File: config.mk
export PLATFORM = sky130hd
export DESIGN_NAME = fdc_host_regs
export DESIGN_NICKNAME = d
export VERILOG_FILES = /design/src/rtl/fdc_host_pkg.sv /design/src/rtl/fdc_sync_edge.sv /design/src/rtl/fdc_data_reg.sv /design/src/rtl/fdc_force_irq.sv /design/src/rtl/fdc_host_regs.sv
export SDC_FILE = /design/constraint.sdc
export NUM_CORES = 1
export LEC_CHECK = 0
export CORE_MARGIN = 5
export CORE_UTILIZATION = 45
export DETAILED_ROUTE_END_ITERATION = 8
export GPL_ROUTABILITY_DRIVEN = 0
export PLACE_DENSITY = 0.77
export SLEW_MARGIN = 10
export SYNTH_ARGS = -nofsm -noshare
export SYNTH_HDL_FRONTEND = slang
export SYNTH_SLANG_ARGS = --single-unit
File: constraint.sdc
create_clock -name clk -period 1.98 [get_ports clk]
set_input_delay 0.396 -clock clk [delete_from_list [all_inputs] [get_ports clk]]
set_output_delay 0.396 -clock clk [all_outputs]
set_load 0.01 [all_outputs]
File: src/rtl/fdc_host_pkg.sv
package fdc_host_pkg;

   localparam int FDC_DW = 8;

   localparam logic [3:0] FORCE_OPC = 4'hD;

   typedef enum logic [1:0] {
      REG_CMDSTAT = 2'd0,
      REG_TRACK   = 2'd1,
      REG_SECTOR  = 2'd2,
      REG_DATA    = 2'd3
   } fdc_reg_e;

   // field order matches the force-interrupt enable bits 2..0
   typedef struct packed {
      logic idx_rise;
      logic rdy_fall;
      logic rdy_rise;
   } fdc_evt_t;

endpackage

File: src/rtl/fdc_sync_edge.sv
module fdc_sync_edge #(
   parameter int N      = 2,
   parameter int STAGES = 2
) (
   input  logic         clk,
   input  logic         rst_n,
   input  logic [N-1:0] raw,
   output logic [N-1:0] lvl,
   output logic [N-1:0] prv
);

   generate
      if (STAGES < 2) begin : g_bad_stages
         $error("fdc_sync_edge: STAGES must be at least 2");
      end
      if (N < 1) begin : g_bad_width
         $error("fdc_sync_edge: N must be at least 1");
      end
   endgenerate

   for (genvar gi = 0; gi < N; gi++) begin : g_chan
      logic [STAGES-1:0] chain;
      logic              last;

      always_ff @(posedge clk or negedge rst_n) begin
         if (!rst_n) begin
            chain <= '0;
            last  <= 1'b0;
         end else begin
            chain <= {chain[STAGES-2:0], raw[gi]};
            last  <= chain[STAGES-1];
         end
      end

      assign lvl[gi] = chain[STAGES-1];
      assign prv[gi] = last;
   end

endmodule

File: src/rtl/fdc_data_reg.sv
module fdc_data_reg #(
   parameter int DW = 8
) (
   input  logic          clk,
   input  logic          rst_n,
   input  logic          rd_dir,
   input  logic          in_vld,
   input  logic [DW-1:0] in_byte,
   input  logic          need,
   input  logic          host_rd,
   input  logic          host_wr,
   input  logic [DW-1:0] host_wdata,
   input  logic          clr,
   output logic [DW-1:0] dr,
   output logic          drq,
   output logic          lost,
   output logic [DW-1:0] out_byte
);

   generate
      if (DW < 1) begin : g_bad_dw
         $error("fdc_data_reg: DW must be positive");
      end
   endgenerate

   logic [DW-1:0] dr_q, dr_next;
   logic          drq_q, drq_next;
   logic          lost_q, lost_evt;

   always_comb begin
      dr_next  = dr_q;
      drq_next = drq_q;
      lost_evt = 1'b0;
      if (rd_dir) begin
         // disk-to-host: an arriving byte wins over a host access
         if (in_vld) begin
            dr_next  = in_byte;
            drq_next = 1'b1;
            lost_evt = drq_q & ~host_rd;
         end else begin
            if (host_wr) dr_next = host_wdata;
            if (host_rd || host_wr) drq_next = 1'b0;
         end
      end else begin
         // host-to-disk: the disk takes the pre-edge content
         if (host_wr) begin
            dr_next  = host_wdata;
            drq_next = 1'b0;
         end else if (need) begin
            drq_next = 1'b1;
         end else if (host_rd) begin
            drq_next = 1'b0;
         end
         lost_evt = need & drq_q;
      end
   end

   always_ff @(posedge clk or negedge rst_n) begin
      if (!rst_n) begin
         dr_q   <= '0;
         drq_q  <= 1'b0;
         lost_q <= 1'b0;
      end else begin
         dr_q <= dr_next;
         if (clr) begin
            drq_q  <= 1'b0;
            lost_q <= 1'b0;
         end else begin
            drq_q  <= drq_next;
            lost_q <= lost_q | lost_evt;
         end
      end
   end

   assign dr       = dr_q;
   assign drq      = drq_q;
   assign lost     = lost_q;
   assign out_byte = drq_q ? '0 : dr_q;

endmodule

File: src/rtl/fdc_force_irq.sv
module fdc_force_irq
   import fdc_host_pkg::*;
(
   input  logic       clk,
   input  logic       rst_n,
   input  logic       force_wr,
   input  logic [3:0] force_bits,
   input  logic       cmd_acc,
   input  fdc_evt_t   evt,
   input  logic       done_evt,
   input  logic       clr_req,
   output logic       intrq,
   output logic       imm_held
);

   localparam int NCOND = $bits(fdc_evt_t);

   logic [NCOND-1:0] cond_q;
   logic             imm_q;
   logic             irq_q;
   logic             cond_hit;
   logic             irq_set;

   assign cond_hit = |(cond_q & NCOND'(evt));
   assign irq_set  = done_evt | (force_wr & force_bits[3]) | cond_hit;

   always_ff @(posedge clk or negedge rst_n) begin
      if (!rst_n) begin
         cond_q <= '0;
         imm_q  <= 1'b0;
         irq_q  <= 1'b0;
      end else begin
         if (force_wr)      cond_q <= force_bits[NCOND-1:0];
         else if (cmd_acc)  cond_q <= '0;

         if (force_wr) begin
            if (force_bits[3])          imm_q <= 1'b1;
            else if (force_bits == 4'h0) imm_q <= 1'b0;
         end

         if (irq_set)      irq_q <= 1'b1;
         else if (clr_req) irq_q <= 1'b0;
      end
   end

   assign intrq    = irq_q | imm_q;
   assign imm_held = imm_q;

endmodule

File: src/rtl/fdc_host_regs.sv
module fdc_host_regs
   import fdc_host_pkg::*;
#(
   parameter int SYNC_STAGES = 2
) (
   input  logic              clk,
   input  logic              rst_n,
   input  logic              cs_n,
   input  logic              rd_n,
   input  logic              wr_n,
   input  logic [1:0]        addr,
   input  logic [FDC_DW-1:0] wdata,
   output logic [FDC_DW-1:0] rdata,
   output logic              drq,
   output logic              intrq,
   input  logic              drv_ready,
   input  logic              drv_index,
   input  logic              seq_trk0,
   input  logic              seq_rd_dir,
   input  logic              seq_done,
   output logic              cmd_start,
   output logic [FDC_DW-1:0] cmd_code,
   output logic              cmd_abort,
   output logic [FDC_DW-1:0] track_out,
   output logic [FDC_DW-1:0] sector_out,
   input  logic              dsk_in_vld,
   input  logic [FDC_DW-1:0] dsk_in_byte,
   input  logic              dsk_req,
   output logic [FDC_DW-1:0] dsk_out_byte
);

   localparam int NSYNC = 2;
   localparam int SI_RDY = 0;
   localparam int SI_IDX = 1;

   generate
      if (FDC_DW != 8) begin : g_bad_dw
         $error("fdc_host_regs: command decode assumes byte-wide registers");
      end
   endgenerate

   // host access decode
   fdc_reg_e reg_sel;
   logic     host_rd, host_wr;
   logic     wr_cmd, is_force, force_wr, acc_cmd, rd_stat, rd_dr, wr_dr;
   logic     done_evt, clr_req, data_clr;

   assign reg_sel  = fdc_reg_e'(addr);
   assign host_rd  = ~cs_n & ~rd_n;
   assign host_wr  = ~cs_n & ~wr_n;
   assign wr_cmd   = host_wr & (reg_sel == REG_CMDSTAT);
   assign is_force = (wdata[7:4] == FORCE_OPC);
   assign force_wr = wr_cmd & is_force;
   assign rd_stat  = host_rd & (reg_sel == REG_CMDSTAT);
   assign rd_dr    = host_rd & (reg_sel == REG_DATA);
   assign wr_dr    = host_wr & (reg_sel == REG_DATA);

   logic busy_q, type1_q, start_q, abort_q;
   logic [FDC_DW-1:0] cmd_q, trk_q, sec_q;

   assign acc_cmd  = wr_cmd & ~is_force & ~busy_q;
   assign done_evt = seq_done & busy_q & ~force_wr;
   assign clr_req  = rd_stat | acc_cmd | force_wr;
   assign data_clr = acc_cmd | (force_wr & ~busy_q);

   // drive inputs
   logic [NSYNC-1:0] raw_in, s_lvl, s_prv;
   fdc_evt_t         evt;

   assign raw_in[SI_RDY] = drv_ready;
   assign raw_in[SI_IDX] = drv_index;

   fdc_sync_edge #(
      .N      (NSYNC),
      .STAGES (SYNC_STAGES)
   ) u_sync (
      .clk   (clk),
      .rst_n (rst_n),
      .raw   (raw_in),
      .lvl   (s_lvl),
      .prv   (s_prv)
   );

   assign evt.rdy_rise = s_lvl[SI_RDY] & ~s_prv[SI_RDY];
   assign evt.rdy_fall = ~s_lvl[SI_RDY] & s_prv[SI_RDY];
   assign evt.idx_rise = s_lvl[SI_IDX] & ~s_prv[SI_IDX];

   // control state
   always_ff @(posedge clk or negedge rst_n) begin
      if (!rst_n) begin
         busy_q  <= 1'b0;
         type1_q <= 1'b1;
         start_q <= 1'b0;
         abort_q <= 1'b0;
         cmd_q   <= '0;
         trk_q   <= '0;
         sec_q   <= '0;
      end else begin
         start_q <= acc_cmd;
         abort_q <= force_wr & busy_q;

         if (force_wr)      busy_q <= 1'b0;
         else if (acc_cmd)  busy_q <= 1'b1;
         else if (done_evt) busy_q <= 1'b0;

         if (force_wr && !busy_q) type1_q <= 1'b1;
         else if (acc_cmd)        type1_q <= ~wdata[7];

         if (acc_cmd) cmd_q <= wdata;
         if (host_wr && reg_sel == REG_TRACK)  trk_q <= wdata;
         if (host_wr && reg_sel == REG_SECTOR) sec_q <= wdata;
      end
   end

   // data register and request flow
   logic [FDC_DW-1:0] dr_val;
   logic              lost_flag;

   fdc_data_reg #(
      .DW (FDC_DW)
   ) u_data (
      .clk        (clk),
      .rst_n      (rst_n),
      .rd_dir     (seq_rd_dir),
      .in_vld     (dsk_in_vld),
      .in_byte    (dsk_in_byte),
      .need       (dsk_req),
      .host_rd    (rd_dr),
      .host_wr    (wr_dr),
      .host_wdata (wdata),
      .clr        (data_clr),
      .dr         (dr_val),
      .drq        (drq),
      .lost       (lost_flag),
      .out_byte   (dsk_out_byte)
   );

   // interrupt logic
   logic imm_held;

   fdc_force_irq u_irq (
      .clk        (clk),
      .rst_n      (rst_n),
      .force_wr   (force_wr),
      .force_bits (wdata[3:0]),
      .cmd_acc    (acc_cmd),
      .evt        (evt),
      .done_evt   (done_evt),
      .clr_req    (clr_req),
      .intrq      (intrq),
      .imm_held   (imm_held)
   );

   // status and read mux
   logic [FDC_DW-1:0] status;

   always_comb begin
      status    = '0;
      status[7] = ~s_lvl[SI_RDY];
      status[0] = busy_q;
      if (type1_q) begin
         status[2] = seq_trk0;
         status[1] = s_lvl[SI_IDX];
      end else begin
         status[2] = lost_flag;
         status[1] = drq;
      end
   end

   always_comb begin
      case (reg_sel)
         REG_CMDSTAT: rdata = status;
         REG_TRACK:   rdata = trk_q;
         REG_SECTOR:  rdata = sec_q;
         default:     rdata = dr_val;
      endcase
   end

   assign cmd_start  = start_q;
   assign cmd_abort  = abort_q;
   assign cmd_code   = cmd_q;
   assign track_out  = trk_q;
   assign sector_out = sec_q;

endmodule

======== Word level (Yosys, flattened, before mapping) ========
Index checks and enable logic that the tools add are counted.
storage, ports and cells
  output and inout bits ................... 44
  input port bits ......................... 30
  word-level logic and storage cells ...... 103
  register bits ........................... 49
operators by class
  reductions and logical operators ........ 16
  multiplexer cells ....................... 27
  equal/unequal tests ..................... 5
  bitwise operators ....................... 38
operators by type and width
  operator            count
  $mux 8              4
  $pmux 8 s3          1
  $and 1x1->1         19
  $mux 1              19
  $not 1->1           11
  $reduce_bool 2->1   4
  $or 1x1->1          7
  $mux 3              2
  $reduce_bool 5->1   1
  $eq 2x2->1 const B  2
  $eq 4x4->1 const B  1
  $logic_not 4->1     1
  $ne 4x1->1 const B  1
  $reduce_and 2->1    2
  $and 3x3->3         1
  $logic_and 1x1->1   3
  $reduce_bool 3->1   1
  $reduce_or 3->1     1
  $eq 2x1->1 const B  1
  $logic_not 2->1     1
  $mux 2              1
  $logic_not 1->1     1
  $logic_or 1x1->1    1

======== Depth between registers and ports, before layout ========
  depth in word-level cells ............... 9
  mapped depth ............................ 6
  depth with buffers taken out ............ 4

======== Modules after synthesis ========
From an unflattened synthesis, not the netlist that was laid out.
second synthesis, totals
  cell total of the unflattened synthesis .. 184
  area total of the unflattened synthesis .. 2316.0 um2
modules (own cells, without submodules)
  module         instances  area each (um2)  cells each  sequential area each (um2)
  fdc_host_regs  1          1358.8           97          701.9
  fdc_data_reg   1          545.5            54          250.2
  fdc_force_irq  1          231.5            23          125.1
  fdc_sync_edge  1          180.2            10          150.1

======== Worst setup path before layout ========
OpenSTA, ideal clock, no wires.
  path kind ............................... input port to flip-flop
  from .................................... input port addr[1]
  to ...................................... register cmd_q[0] (netlist: cmd_code[0])
  stages .................................. 3
  setup slack ............................. 169 ps
  arrival ................................. 1687 ps
  required time ........................... 1855 ps
  setup time .............................. 125 ps
  path buffers ............................ 0
  path through ............................ or4_4 -> a211oi_4 -> mux2_2
between the ends
  cells in the longest elaborated chain, start to end .. 4
RTL lines
  what                      RTL line              source
  start: declaration        fdc_host_regs.sv:11   input logic [1:0] addr,
  $logic_not 2->1           fdc_host_regs.sv:51   assign wr_cmd = host_wr & (reg_sel == REG_CMDSTAT);
  $and 1x1->1               fdc_host_regs.sv:51
  $and 1x1->1 (2 in a row)  fdc_host_regs.sv:61   assign acc_cmd = wr_cmd & ~is_force & ~busy_q;
  net acc_cmd               fdc_host_regs.sv:45   logic wr_cmd, is_force, force_wr, acc_cmd, rd_stat, rd_dr, wr_dr;
  end signal: assignment    fdc_host_regs.sv:109  if (acc_cmd) cmd_q <= wdata;
  end: declaration          fdc_host_regs.sv:59   logic [FDC_DW-1:0] cmd_q, trk_q, sec_q;
The timed path passes the listed nets, and every way through them passes these cells.
A chain may end at the register's enable or synchronous reset.

======== Worst setup path in the final report ========
  from .................................... register type1_q
  to ...................................... output port rdata[2]
between the ends
  cells in the longest elaborated chain, start to end .. 2
RTL lines
  what                      RTL line              source
  start: declaration        fdc_host_regs.sv:58   logic busy_q, type1_q, start_q, abort_q;
  start signal: assignment  fdc_host_regs.sv:107  else if (acc_cmd) type1_q <= ~wdata[7];
  $mux 2                    fdc_host_regs.sv:161  if (type1_q) begin
  $pmux 8 s3                fdc_host_regs.sv:171  case (reg_sel)
  end: declaration          fdc_host_regs.sv:13   output logic [FDC_DW-1:0] rdata,
Every way passes these cells.

==> summary by stage <==
Power
The clock network power share is 21.3%. The power share of the combinational group is 31.5%. Power spread over the standard cell area amounts to 805 nW/um^2. Sequential cells account for 47.1% of the total power. The switching part of the total power is 27.9%. The maximum ir drop on the vdd rail is 0.500 mV.

The leakage power total is 1.53 nW. The completed layout was analyzed and its total power is 2.71 mW. The reported net switching power is 0.756 mW. The internal power of the cells totals 1.95 mW.

CTS
The number of CTS-inserted buffers is 5. Clock tree synthesis selected as its root buffer the cell sky130_fd_sc_hd__clkbuf_8. The post-cts sizing count is 24.

Once the clock tree was built, the setup fixing pass inserted 0 buffers. The clock transition time at the flip-flop clock pins of the worst setup and hold paths is 0.09 ns. The number of clock sinks is 49.

Buffers inserted to repair hold after CTS numbered 0. The clock tree from TritonCTS is built. The number of buffers between clock root and the deepest sink is 2. The deepest level of the CTS H-tree is 2.

The clock reaches the later pin of the worst-skew pair after 0.30 ns.

Final layout
From synthesis to final layout, the design area changed by 52.0%. The most common cell after layout, fill and taps aside is sky130_fd_sc_hd__clkdlybuf4s50_1. The fraction of final layout cells sized beyond drive strength 1 is 29.0%. The footprint of the multi-input gates is 961 um^2.

The final instance area is 3360 um^2. The repair_antennas step left the layout with diodes totalling 0. The footprint of the flip-flops and latches is 1230 um^2. The number of fill cells is 365. After the last flow step, the layout net total stands at 305. The library cells used most frequently in the layout, excluding fill and tap cells, are 54 x sky130_fd_sc_hd__clkdlybuf4s50_1, 48 x sky130_fd_sc_hd__dfrtp_1, 28 x sky130_fd_sc_hd__buf_4.

Synth
The synthesized-area fraction occupied by and/or/nand/nor cells is 11.5%. Synthesis handed over a netlist of 171 instances. The number of distinct library cell variants in the gate-level netlist after synthesis is 34. The largest area contributor in the netlist is sky130_fd_sc_hd__dfrtp_1.

The number of nets in the synthesized netlist is 201. Summing the areas of all compound-gate instances in the mapped netlist gives 10.3% of the synthesized area. The post-synthesis sequential area ratio is 55.5%.

The mux cell area share after synthesis is 20.9%. After synthesis, the largest family of logic cells by area is multiplexers. The warning count from the yosys run is 0. Of the total synthesized cell area, the portion taken by full adders, half adders and majority gates is 0%.

The number of synthesized register bits is 49. The synthesized netlist devotes 0% of its cell area to XOR and XNOR gates. The fraction of post-synthesis cell area in the top cell type by area is 54.3%.

By area the synthesized netlist is led by sky130_fd_sc_hd__dfrtp_1 54%, sky130_fd_sc_hd__mux2_2 13%, sky130_fd_sc_hd__mux4_2 4.1%. Summing every instance area after synthesis gives 2210 um^2. The average footprint of a synthesized cell is 12.9 um^2.

Detailed routing
Summed over all layers, the routed wires come to 5.77 mm. In this run the remaining antenna-violating nets after routing total 0. The routed length per instance is 16.8 um. The iteration count of the initial detailed-routing pass is 4. Using the TritonRoute via totals, the vias-per-cell ratio works out to 5.15. The overall via count from detail_route is 1,767.

The starting DRC count in detailed routing is 81. For this run, design rule violations remaining after detail routing come to 0.

Critical path
The critical path start-end classification is reg -> out. The launching point of the worst reg2reg path is busy_q. Tracing the worst setup path back leads to its startpoint at type1_q.

Counting cells, the worst reg-to-reg path comes to 4. The worst setup path is captured at an output port. The critical path arrival is 1.79 ns. The endpoint of the most critical setup path is rdata[2]. The register-to-register setup slack is 0.63 ns. The critical path launch point type is a register.

The top fanout value on the critical path is 3. The worst register-to-register path ends at cmd_code[3]. The required time at the worst-slack endpoint is 1.58 ns.

GRT
The via count of the first global-routing pass is 1,860. Entering global routing, the biggest net connects 30 pins. The global-route wire length before repair is 9.51 mm.

In the global route stage, overall resource usage came out at 19.7%. The number of antenna violations at the first check in global routing is 0. The global route total overflow is 0.

Floorplan
The initialized floorplan defines 25 standard-cell rows. The core region is 4750 um^2. The vertical extent of the die is 80.1 um. From left edge to right edge, the die measures 80.1 um. The initial cell density of the core is 46.6%. The die covers 6420 um^2. The number of top-level design ports is 74.

STA
The share of the clock period used by the worst path is 110%. The final setup slack of the worst path is -0.204 ns. Setup violations remaining at the end of the flow were counted as 2.

The worst setup skew after layout is 0.00778 ns. The measured slew at the worst slew-check pin is 0.494 ns. The maximum frequency from static timing analysis is 0.458 GHz.

The final hold violation count is 0. The final max-slew violation count came to 0. Setup repair after global routing could not meet its margin everywhere.

The setup total negative slack is -0.399 ns. Measured against its own limit, the worst slew margin works out to 67.1%. The final critical delay including setup and external delays is 2.18 ns.

Flow run
The number of max-capacitance violations reported is 0.

Placed design
In this run the cell area measured after placement is 3250 um^2. The worst slack at placement is -0.512 ns. Buffers placed on the I/O ports in this run total 73. Summed over all nets, the half-perimeter wirelength after detailed placement is 4.43 mm.

Outcome
The flow ran to the end, but the final reports show violations. The checks that failed: setup timing.

Min path
The tightest min-delay check is of the in -> async type.
==> cell type report <==
| cell class | count | share of cell area (%) |
|---|---|---|
| clock buffers | 7 | 2.27 |
| clock inverters | 1 | 0.223 |
| inverters | 4 | 0.446 |
| multi-input cells | 112 | 28.6 |
| flip-flops and latches | 49 | 36.5 |
| well taps | 67 | 2.49 |
| repair buffers | 103 | 29.5 |
==> flip-flops by register name, indices dropped and copies added, names as in the netlist, 2 cells and up <==
register and cells:
u_sync.g_chan.chain 4, cmd_code 8, u_data.dr 8, sector_out 8
track_out 8, u_sync.g_chan.last 2, u_irq.cond_q 3
==> per-stage QoR <==
stage	utilization, %	hold WS (ns)	std cells
finish	70.8	0.0486	343
global route	70.8	0.0917	343
CTS	70.3	0.0582	343
detailed placement	68.4	0.337	335
global placement	68.4	0.336	335
floorplan	-	0.100	171
==> synth_stat cells <==
| cell type | n |
|---|---|
| sky130_fd_sc_hd__a211oi_4 | 1 |
| sky130_fd_sc_hd__a21oi_1 | 3 |
| sky130_fd_sc_hd__a221oi_1 | 1 |
| sky130_fd_sc_hd__a22o_1 | 8 |
| sky130_fd_sc_hd__a2bb2oi_1 | 1 |
| sky130_fd_sc_hd__a31oi_1 | 1 |
| sky130_fd_sc_hd__a32oi_1 | 1 |
| sky130_fd_sc_hd__and2_1 | 2 |
| sky130_fd_sc_hd__and3b_1 | 1 |
| sky130_fd_sc_hd__buf_1 | 1 |
| sky130_fd_sc_hd__buf_2 | 2 |
| sky130_fd_sc_hd__clkbuf_1 | 3 |
| sky130_fd_sc_hd__dfrtp_1 | 48 |
| sky130_fd_sc_hd__dfstp_2 | 1 |
| sky130_fd_sc_hd__inv_1 | 4 |
| sky130_fd_sc_hd__mux2_2 | 26 |
| sky130_fd_sc_hd__mux2i_1 | 8 |
| sky130_fd_sc_hd__mux4_2 | 4 |
| sky130_fd_sc_hd__nand2_1 | 13 |
| sky130_fd_sc_hd__nand2b_1 | 1 |
| sky130_fd_sc_hd__nand3b_1 | 2 |
| sky130_fd_sc_hd__nor2_1 | 5 |
| sky130_fd_sc_hd__nor2b_1 | 10 |
| sky130_fd_sc_hd__nor3_1 | 2 |
| sky130_fd_sc_hd__nor3b_2 | 2 |
| sky130_fd_sc_hd__nor4b_2 | 1 |
| sky130_fd_sc_hd__o211ai_1 | 1 |
| sky130_fd_sc_hd__o21ai_0 | 10 |
| sky130_fd_sc_hd__o21bai_1 | 1 |
| sky130_fd_sc_hd__o22a_1 | 2 |
| sky130_fd_sc_hd__o31a_1 | 1 |
| sky130_fd_sc_hd__or2_2 | 2 |
| sky130_fd_sc_hd__or4_1 | 1 |
| sky130_fd_sc_hd__or4_4 | 1 |
==> cells by family (layout without fill, tap and decap cells) <==
| logic type | after synthesis | after routing |
|---|---|---|
| muxes | 38 | 38 |
| and+or+nand+nor | 43 | 43 |
| AOI/OAI and AO/OA | 31 | 31 |
| DFF | 49 | 49 |
| buffers and inverters | 10 | 115 |
==> worst min-delay path by stage <==
stage	startpoint	endpoint	slack, ns
3_5_place_dp	u_sync.g_chan[1].chain[0]	u_sync.g_chan[1].chain[1]	0.34
5_1_grt	rst_n	cmd_code[0]	0.09
6_report	rst_n	sector_out[3]	0.05
2_1_floorplan	rst_n	busy_q	0.10
3_3_place_gp	u_sync.g_chan[1].chain[0]	u_sync.g_chan[1].chain[1]	0.34
4_1_cts	rst_n	track_out[0]	0.06
==> worst max-delay path: stages, from the launching register on <==
cell and delay (ns):
sky130_fd_sc_hd__dfstp_2 0.59, sky130_fd_sc_hd__mux2_4 0.31, sky130_fd_sc_hd__mux4_2 0.46, sky130_fd_sc_hd__buf_6 0.14
==> metal layers <==
metal	up-vias	part of all wire [%]	global-route usage (%)
li1	829	-	-
met1	880	44	26.1
met2	54	49	32.2
met3	4	6.1	5.16
met4	0	0.69	4.73
met5	-	0	0
==> power groups by stage <==
| stage | Sequential, mW | Combinational [mW] | Clock (mW) |
|---|---|---|---|
| floorplan | 1.33 | 0.297 | 0 |
| global placement | 1.29 | 0.856 | 0 |
| detailed placement | 1.29 | 0.869 | 0 |
| CTS | 1.28 | 0.864 | 0.594 |
| global route | 1.30 | 0.918 | 0.632 |
| finish | 1.28 | 0.854 | 0.578 |
Note: power is estimated with default switching activity, not from simulation.
